[config.mk]
export PLATFORM = sky130hd
export DESIGN_NAME = gpio_chg_port
export DESIGN_NICKNAME = d
export VERILOG_FILES = /design/src/rtl/gpio_chg_port.sv
export SDC_FILE = /design/constraint.sdc
export NUM_CORES = 1
export LEC_CHECK = 0
export ABC_AREA = 0
export BUFFER_PORTS_ARGS = -buffer_cell sky130_fd_sc_hd__buf_2
export CAP_MARGIN = 20
export CORE_MARGIN = 5
export CORE_UTILIZATION = 45
export DETAILED_ROUTE_END_ITERATION = 12
export HOLD_SLACK_MARGIN = 0.03
export PLACE_DENSITY = 0.69
export RECOVER_POWER = 25
export SETUP_SLACK_MARGIN = 0.1
export SYNTH_ARGS = -nofsm -noshare
export SYNTH_HDL_FRONTEND = slang
export SYNTH_SLANG_ARGS = --single-unit
[constraint.sdc]
create_clock -name clk -period 1.3 [get_ports clk]
set_input_delay 0.26 -clock clk [delete_from_list [all_inputs] [get_ports clk]]
set_output_delay 0.26 -clock clk [all_outputs]
set_load 0.02 [all_outputs]
[src/rtl/gpio_chg_port.sv]
module gpio_chg_port (
  input  logic       clk,
  input  logic       rst_n,
  input  logic [1:0] bus_addr,
  input  logic       bus_we,
  input  logic       bus_re,
  input  logic [7:0] bus_wdata,
  output logic [7:0] bus_rdata,
  input  logic [7:0] pin_in,
  input  logic       lvp_mode,
  output logic [7:0] pin_oe,
  output logic [7:0] pin_out,
  output logic [7:0] pin_pu_en,
  output logic       chg_flag
);
  localparam logic [1:0] A_PIN = 2'd0, A_LAT = 2'd1, A_DIR = 2'd2, A_CTL = 2'd3;

  logic [7:0] sync1, sync2, lat_q, dir_q;
  logic [7:4] snap_q;
  logic       pu_n_q, flag_q;
  logic       pin_acc, mismatch;

  assign pin_acc  = (bus_re || bus_we) && bus_addr == A_PIN;
  assign mismatch = |((sync2[7:4] ^ snap_q) & dir_q[7:4]);

  always_ff @(posedge clk) begin
    if (!rst_n) begin
      sync1  <= pin_in;
      sync2  <= pin_in;
      snap_q <= pin_in[7:4];
      lat_q  <= '0;
      dir_q  <= '1;
      pu_n_q <= 1'b1;
      flag_q <= 1'b0;
    end else begin
      sync1 <= pin_in;
      sync2 <= sync1;
      if (pin_acc) snap_q <= sync2[7:4];
      if (bus_we) begin
        case (bus_addr)
          A_PIN, A_LAT: lat_q <= bus_wdata;
          A_DIR:        dir_q <= bus_wdata;
          default:      pu_n_q <= bus_wdata[7];
        endcase
      end
      if (mismatch) flag_q <= 1'b1;
      else if (bus_we && bus_addr == A_CTL && !bus_wdata[0]) flag_q <= 1'b0;
    end
  end

  always_comb begin
    case (bus_addr)
      A_PIN:   bus_rdata = sync2;
      A_LAT:   bus_rdata = lat_q;
      A_DIR:   bus_rdata = dir_q;
      default: bus_rdata = {pu_n_q, 6'b0, flag_q};
    endcase
  end

  assign pin_oe    = ~dir_q;
  assign pin_out   = lat_q;
  assign pin_pu_en = (pu_n_q ? 8'h00 : dir_q) & ~{2'b00, lvp_mode, 5'b00000};
  assign chg_flag  = flag_q;
endmodule


==> results.cfg <==
[status]
status = finished, violations left
violations = negative setup slack

[critical_path]
slowest_stage = mux4_2
crit_path_start_kind = flip-flop
slowest_delay_ns = 0.47
crit_required_ns = 1.04
crit_arrival_ns = 1.29
critPathTopFamily = multiplexers
critPathBufInv = 1
cp_cell_sequence = mux4_2 -> buf_6
setup.worst_path.class = flip-flop to output pin
crit_fanout = 2
cp-end-kind = output pin

[min_path]
min_path_type = input port to flip-flop

[timing]
tns_ns = -1.95
rsz0062_at_grt = true
hold_viol_final = 0
fin_crit_sh_pct = 119
tightest_slew_ns = 0.654
setup_ws_ns = -0.246
slew_violations = 0
fin_crit_ns = 1.55
fin_hold_ws_ns = 0.0503
finalSetupViolations = 16
relSlewSlack_pct = 56.4
skew_ns = 0.00116
fmax_mhz = 647

[finish]
fill_cells = 264
n_antenna_cell = 0
drive_above_1_share_pct = 50.9
nets = 253
register_area_sq_um = 823
syn_to_final_growth_pct = 47.4
multiInputGateArea_sq_um = 751
final_util_pct = 69.3

[grt]
grt_max_degree = 17
track_usage_pct = 17.2
grt_pass1_vias = 1444
grt_pass1_wl_mm = 6.67
antenna_found_initial = 0
gr-total-overflow = 0

[route]
via_count = 1408
firstDrtPassIters = 4
drt_iter0_drc = 84
wl_per_cell_um = 15.5
drc = 0
detail-route-antenna-nets = 0
finalWirelength_mm = 4.28
via_per_inst = 5.10

[placed_design]
io_buffers = 55
dp_hpwl_mm = 2.91
gp_congestion = 0.784

[floorplanning]
die_y_um = 69.5
rows = 21
core_area_sq_um = 3390
die_x_um = 69.5
initial_utilization_pct = 47.0
io-pin-count = 56
die_area_sq_um = 4830

[yosys]
ys_seq_area_share_pct = 50.3
syn_nets = 179
netlist_area_sq_um = 1590
yosys_warnings = 0
avgSynthCellArea_sq_um = 10.2
synth_cell_type_count = 26
synth_seq_cells = 38
synthCells = 156

[power_and_ir_drop]
p_per_area_nw_per_um2 = 1020
peakVddDrop_uv = 624
combPwrFrac_pct = 22.6
p_switching_w = 0.000668
switching_share_pct = 27.9
pwr-share-seq_pct = 54.7
p_int_w = 0.00173
p_clk_share_pct = 22.7
total_leakage_power_nw = 1.11

[cts]
cts.htree.levels = 2
cts_sinks = 38
clk_pin_slew_ns = 0.10
cts_root_buf = clkbuf_4
cts_buffers = 5
cts_tree = built
clk_latency_ns = 0.33
cts_buffer_depth = 2

[job]
cap_violations = 0
sequential cells by signal, summed over array words and instances, names as in the netlist:
name,cells
dir_q,8
pin_out,8
sync1,8
sync2,8
snap_q,4
chg_flag,1
pu_n_q,1
worst paths after layout:
check / start / end / slack, ns / cells after the start
worst max-delay path: pu_n_q / bus_rdata[7] / -0.25 / 2
worst min-delay path: pin_in[1] / sync1[1] / 0.05 / 1
worst max register to register: sync2[4] / chg_flag / 0.26 / 4
worst min register to register: sync1[4] / sync2[4] / 0.43 / 2
cells in the final DEF, fill, tap and decap left out, drive strengths merged, types with 2 or more instances in the layout:
cell type / n
mux2i: 15
edfxtp: 4
nor2: 16
o21ai: 7
a22oi: 2
dfxtp: 34
clkbuf: 18
mux4: 2
mux2: 4
inv: 9
buf: 59
nand2: 35
dlygate4sd3: 6
xor2: 4
o211ai: 8
metrics by stage:
step | setup slack, ns | total power [W] | cell area [sq um] | std cells
after detailed placement | -0.104 | 0.00176 | 1960 | 258
after global routing | -0.294 | 0.00250 | 2350 | 276
after floorplan | 0.0961 | 0.00159 | 1610 | 156
after CTS | -0.252 | 0.00236 | 2200 | 274
final | -0.246 | 0.00240 | 2350 | 276
after global placement | -0.0843 | 0.00175 | 1960 | 258
worst register-to-register path, stage by stage, from the launching register on:
cell     delay [ns]
dfxtp_2        0.34
buf_4          0.14
xor2_1         0.15
a22oi_1        0.20
a31oi_1        0.10
layer usage:
metal | global-route usage (%) | routed length (um) | vias to the layer above
met5 | 0 | 0 | -
met4 | 5.21 | 42 | 0
met3 | 6.38 | 290 | 7
met2 | 29.4 | 2200 | 55
met1 | 20.0 | 1750 | 677
li1 | - | - | 669
cells by family after synthesis:
family / after synthesis / share of synthesized area [%]
flops: 38 / 50.3
buf+inv: 18 / 7.15
xor+xnor: 4 / 2.20
simple gates: 56 / 14.8
compound gates: 19 / 10.3
mux: 21 / 15.3
timing repair:
action / in CTS / in global routing
buffers inserted: 3 / 1
hold buffers: 6 / 0
resized for setup: 47 / 45
hold endpoints to repair: 6 / 0
pin swaps: 0 / 2
gates cloned: 0 / 1
endpoints found under the setup margin: 23 / 26
area by class of cell:
type,count,area share [%]
clock buffer,7,1.92
inverter,9,1.86
multi-input combinational,100,32.0
sequential,38,35.1
tap,46,2.45
timing repair buffer,76,26.7
power by group through the flow:
stage / sequential, W / combinational (W) / clock, W
2_1_floorplan: 0.00133 / 0.000259 / 0
3_3_place_gp: 0.00132 / 0.000426 / 0
3_5_place_dp: 0.00133 / 0.000432 / 0
4_1_cts: 0.00130 / 0.000502 / 0.000558
5_1_grt: 0.00132 / 0.000579 / 0.000605
6_report: 0.00131 / 0.000542 / 0.000545
Yosys cell counts:
cell type  instances  share of area, %
a22oi_1            2              0.94
a31oi_1            1              0.39
and3b_1            1              0.55
buf_12             1               1.3
buf_2              3              0.94
buf_4              3               1.4
buf_6              2               1.4
dfxtp_1           34                43
edfxtp_1           4               7.5
inv_1              9               2.1
mux2_2             4               2.8
mux2i_1           15               9.4
mux4_1             1               1.6
mux4_2             1               1.4
nand2_1           33               7.8
nand2_2            1              0.39
nand2_4            1              0.71
nand2b_1           1              0.39
nand3_1            1              0.31
nor2_1            16               3.8
nor2b_2            1              0.55
nor3_1             1              0.31
o211ai_2           8               6.3
o21ai_0            7               2.2
o31ai_1            1              0.47
xor2_1             4               2.2
No activity file was read; power rests on OpenSTA's default activity.
